--- src/rtl/bidir_shreg_pkg.sv ---
package bidir_shreg_pkg;

    typedef enum logic [1:0] {
        OP_CLEAR = 2'd0,
        OP_LOAD  = 2'd1,
        OP_SHL   = 2'd2,
        OP_SHR   = 2'd3
    } shreg_op_e;

    typedef struct packed {
        logic clr;
        logic load;
        logic dir_left;
        logic ser;
    } shreg_ctrl_t;

    function automatic shreg_op_e pick_op(input shreg_ctrl_t c);
        if (c.clr)
            return OP_CLEAR;
        else if (c.load)
            return OP_LOAD;
        else if (c.dir_left)
            return OP_SHL;
        else
            return OP_SHR;
    endfunction

endpackage

--- src/rtl/shreg_decode.sv ---
module shreg_decode
    import bidir_shreg_pkg::*;
(
    input  shreg_ctrl_t ctrl_i,
    output shreg_op_e   op_o
);
    always_comb op_o = pick_op(ctrl_i);
endmodule

--- src/rtl/shreg_next.sv ---
module shreg_next
    import bidir_shreg_pkg::*;
#(
    parameter int W = 4
) (
    input  shreg_op_e    op_i,
    input  logic         ser_i,
    input  logic [W-1:0] cur_i,
    input  logic [W-1:0] par_i,
    output logic [W-1:0] nxt_o
);
    logic [W-1:0] shl, shr;

    // Each bit takes its lower or upper neighbour; the serial bit fills the vacated end.
    for (genvar i = 0; i < W; i++) begin : g_bit
        if (i == 0) begin : g_lsb
            assign shl[i] = ser_i;
        end else begin : g_lmid
            assign shl[i] = cur_i[i-1];
        end
        if (i == W-1) begin : g_msb
            assign shr[i] = ser_i;
        end else begin : g_rmid
            assign shr[i] = cur_i[i+1];
        end
    end

    always_comb begin
        unique case (op_i)
            OP_CLEAR: nxt_o = '0;
            OP_LOAD:  nxt_o = par_i;
            OP_SHL:   nxt_o = shl;
            default:  nxt_o = shr;
        endcase
    end
endmodule

--- src/rtl/bidir_shreg.sv ---
module bidir_shreg
    import bidir_shreg_pkg::*;
#(
    parameter int W = 4
) (
    input  logic         clk,
    input  logic         clr_i,
    input  logic         load_i,
    input  logic         dir_left_i,
    input  logic         ser_i,
    input  logic [W-1:0] par_i,
    output logic [W-1:0] q_o
);
    shreg_ctrl_t  ctrl;
    shreg_op_e    op;
    logic [W-1:0] nxt;
    logic [W-1:0] q_r;

    assign ctrl = '{clr: clr_i, load: load_i, dir_left: dir_left_i, ser: ser_i};

    shreg_decode u_dec (.ctrl_i(ctrl), .op_o(op));

    shreg_next #(.W(W)) u_nxt (
        .op_i (op),
        .ser_i(ctrl.ser),
        .cur_i(q_r),
        .par_i(par_i),
        .nxt_o(nxt)
    );

    always_ff @(posedge clk) q_r <= nxt;

    assign q_o = q_r;
endmodule

--- config.mk ---
export PLATFORM = sky130hd
export DESIGN_NAME = bidir_shreg
export DESIGN_NICKNAME = d
export VERILOG_FILES = /design/src/rtl/bidir_shreg_pkg.sv /design/src/rtl/shreg_decode.sv /design/src/rtl/shreg_next.sv /design/src/rtl/bidir_shreg.sv
export SDC_FILE = /design/constraint.sdc
export NUM_CORES = 1
export LEC_CHECK = 0
export ABC_CLOCK_PERIOD_IN_PS = 800
export BUFFER_PORTS_ARGS = -buffer_cell sky130_fd_sc_hd__buf_2
export CAP_MARGIN = 15
export CORE_AREA = 2 2 39 41
export CTS_CLUSTER_SIZE = 14
export DETAILED_ROUTE_END_ITERATION = 6
export DIE_AREA = 0 0 41 43
export GPL_ROUTABILITY_DRIVEN = 0
export PLACE_DENSITY = 0.44
export SYNTH_ARGS = -nofsm -noshare
export SYNTH_HDL_FRONTEND = slang
export SYNTH_SLANG_ARGS = --single-unit
export TNS_END_PERCENT = 50
--- constraint.sdc ---
create_clock -name clk -period 0.8 [get_ports clk]
set_input_delay 0.04 -clock clk [delete_from_list [all_inputs] [get_ports clk]]
set_output_delay 0.04 -clock clk [all_outputs]
set_load 0.005 [all_outputs]
==> flow_summary_export.csv <==
group,metric,value,unit
global_routing,gr-total-overflow,0,
route,drt-vias-per-instance,3.40,
yosys,synth_cells,18,
clock_network,cts_tree,"built",
floorplanning,core_region_area,0.00138,mm²
global_routing,grt_pass1_wl,745,µm
power_and_ir_drop,power_leakage,0.139,nW
cells_and_area,drive_gt1_share,46.9,%
timing,fin_skew,0.00228,ns
yosys,syn_nets,27,
cells_and_area,largest_reg_flops,4,
timing,setup_viol,0,
setup_path,cp.arrival,0.69,ns
cells_and_area,instances_no_fill,48,
setup_path,path_buf_inv,1,
clock_network,clk_latency,0.23,ns
setup_path,cp.depth,1,
clock_network,ctsHoldBuffers,0,
timing,fin_crit,0.728,ns
place,dpl.cell_count,45,
setup_path,r2r_start,"q_o[2]",
cells_and_area,nets,43,
clock_network,path_clk_slew,0.04,ns
place,port_buffers,12,
power_and_ir_drop,p_per_area,1980,mW/mm²
floorplanning,initial_core_util,13.7,%
yosys,seq_area_frac_synth,42.1,%
cells_and_area,areaGrowthSynthToFinish,48.0,%
route,via_count,163,
setup_path,crit_path_start,"q_o[1]",
timing,rsz0062_at_grt,"false",
job,max_cap_violations,0,
yosys,synth_area,190,µm²
timing,finalCritPeriodShare,91.0,%
route,drc_errors,0,
clock_network,cts.root.buffer_cell,"clkbuf_4",
timing,slew_headroom,86.8,%
yosys,ys_types,6,
global_routing,grt_antenna_before_repair,0,
status,status,"finished clean",
floorplanning,chipHeight,43,µm
floorplanning,die-area,0.00176,mm²
timing,setup_tns,0,ns
yosys,syn_avg_cell_area,10.6,µm²
route,drt_iter0_drc,0,
setup_path,cp-endpoint,"q_o[1]",
setup_path,crit_fanout,3,
clock_network,post_cts_resized,0,
min_path,hold_class,"in2reg",
clock_network,clk_path_buf_depth,2,
floorplanning,row_count,14,
setup_path,path_delay_family,"flip-flops",
clock_network,post_cts_buffers,0,
power_and_ir_drop,peakVddDrop,0.385,mV
global_routing,grt_start_max_net_pins,6,
setup_path,cp_cell_sequence,"buf_2",
setup_path,worst_path_max_delay_cell,"dfxtp_1",
setup_path,required,0.76,ns
setup_path,r2r_end,"q_o[1]",
clock_network,cts_max_level,1,
setup_path,r2r_setup_slack,0.10,ns
setup_path,critPathLaunchType,"register",
floorplanning,io_pins,13,
yosys,ys_ff_latch,4,
setup_path,worstSetupPathType,"reg2out",
setup_path,worstRegToRegCells,2,
cells_and_area,n_antenna_cell,0,
global_routing,grt.total_usage,7.42,%
route,ant_nets,0,
timing,tightestPinTransition,0.192,ns
cells_and_area,layout_common_cells,"12 x buf_2, 4 x mux2i_1, 4 x nor2b_1, 4 x a211oi_1, 4 x dfxtp_1",
timing,hold_viol,0,
yosys,yosysWarnings,0,
floorplanning,die_w,41,µm
setup_path,max_stage_delay,0.33,ns
cells_and_area,mostFrequentLayoutCell,"buf_2",
min_path,hp-start,"clr_i",
global_routing,grt_pass1_vias,182,
clock_network,cts_buffers,3,
route,firstDrtPassIters,1,
setup_path,end_kind,"output pin",
route,routed_wl,455,µm
timing,fmax,1370,MHz
timing,slew_violations,0,
clock_network,cts.sinks,4,
route,routedWlPerCell,9.48,µm
==> kinds of logic after synthesis <==
logic type | synth area share (%)
AO/OA/AOI/OAI | 15.8
multiplexers | 21.1
flip-flops | 42.1
AND/OR/NAND/NOR | 13.2
buffers and inverters | 7.89
==> metrics by stage <==
step	util [%]	setup slack, ns	area (µm²)	hold slack (ns)	total power, mW
3_5_place_dp	18.7	0.0658	259	0.273	0.308
2_1_floorplan	-	0.109	190	0.113	0.269
4_1_cts	20.3	0.0595	282	0.0206	0.574
6_report	20.3	0.0717	282	0.0270	0.558
3_3_place_gp	18.7	0.0857	259	0.266	0.308
5_1_grt	20.3	0.00959	282	0.0358	0.597
==> report_power, final <==
part | leakage (nW) | internal (mW) | switching, mW
Combinational | 0.0921 | 0.0446 | 0.0365
Sequential | 0.0333 | 0.216 | 0.00766
Clock | 0.0138 | 0.168 | 0.0859
==> worst min path at each step <==
stage             end  cells past startpoint
3_3_place_gp   q_o[3]                      2
4_1_cts        q_o[1]                      2
3_5_place_dp   q_o[1]                      2
6_report       q_o[0]                      2
2_1_floorplan  q_o[0]                      1
5_1_grt        q_o[0]                      2
==> routing by layer <==
layer  GRT usage [%]  vias up  part of all wire [%]
met5               0        -                     0
li1                -       92                     -
met3            3.66        0                    14
met2            6.56       12                    35
met1            9.94       59                    51
met4            10.0        0                     0
==> area by class of cell <==
| cell class | count | area, µm² |
|---|---|---|
| sequential | 4 | 80.1 |
| timing repair buffer | 12 | 60.1 |
| tap | 16 | 20.0 |
| multi-input combinational | 12 | 95.1 |
| inverter | 1 | 3.75 |
| fill | 160 | 1100 |
| clock buffer | 3 | 22.5 |
==> synth_stat cells (all sizes together) <==
master | count | area [µm²]
inv | 1 | 3.75
a211oi | 4 | 30.0
dfxtp | 4 | 80.1
mux2i | 4 | 40.0
nor2b | 4 | 25.0
buf | 1 | 11.3
No activity file was read; power rests on OpenSTA's default activity.
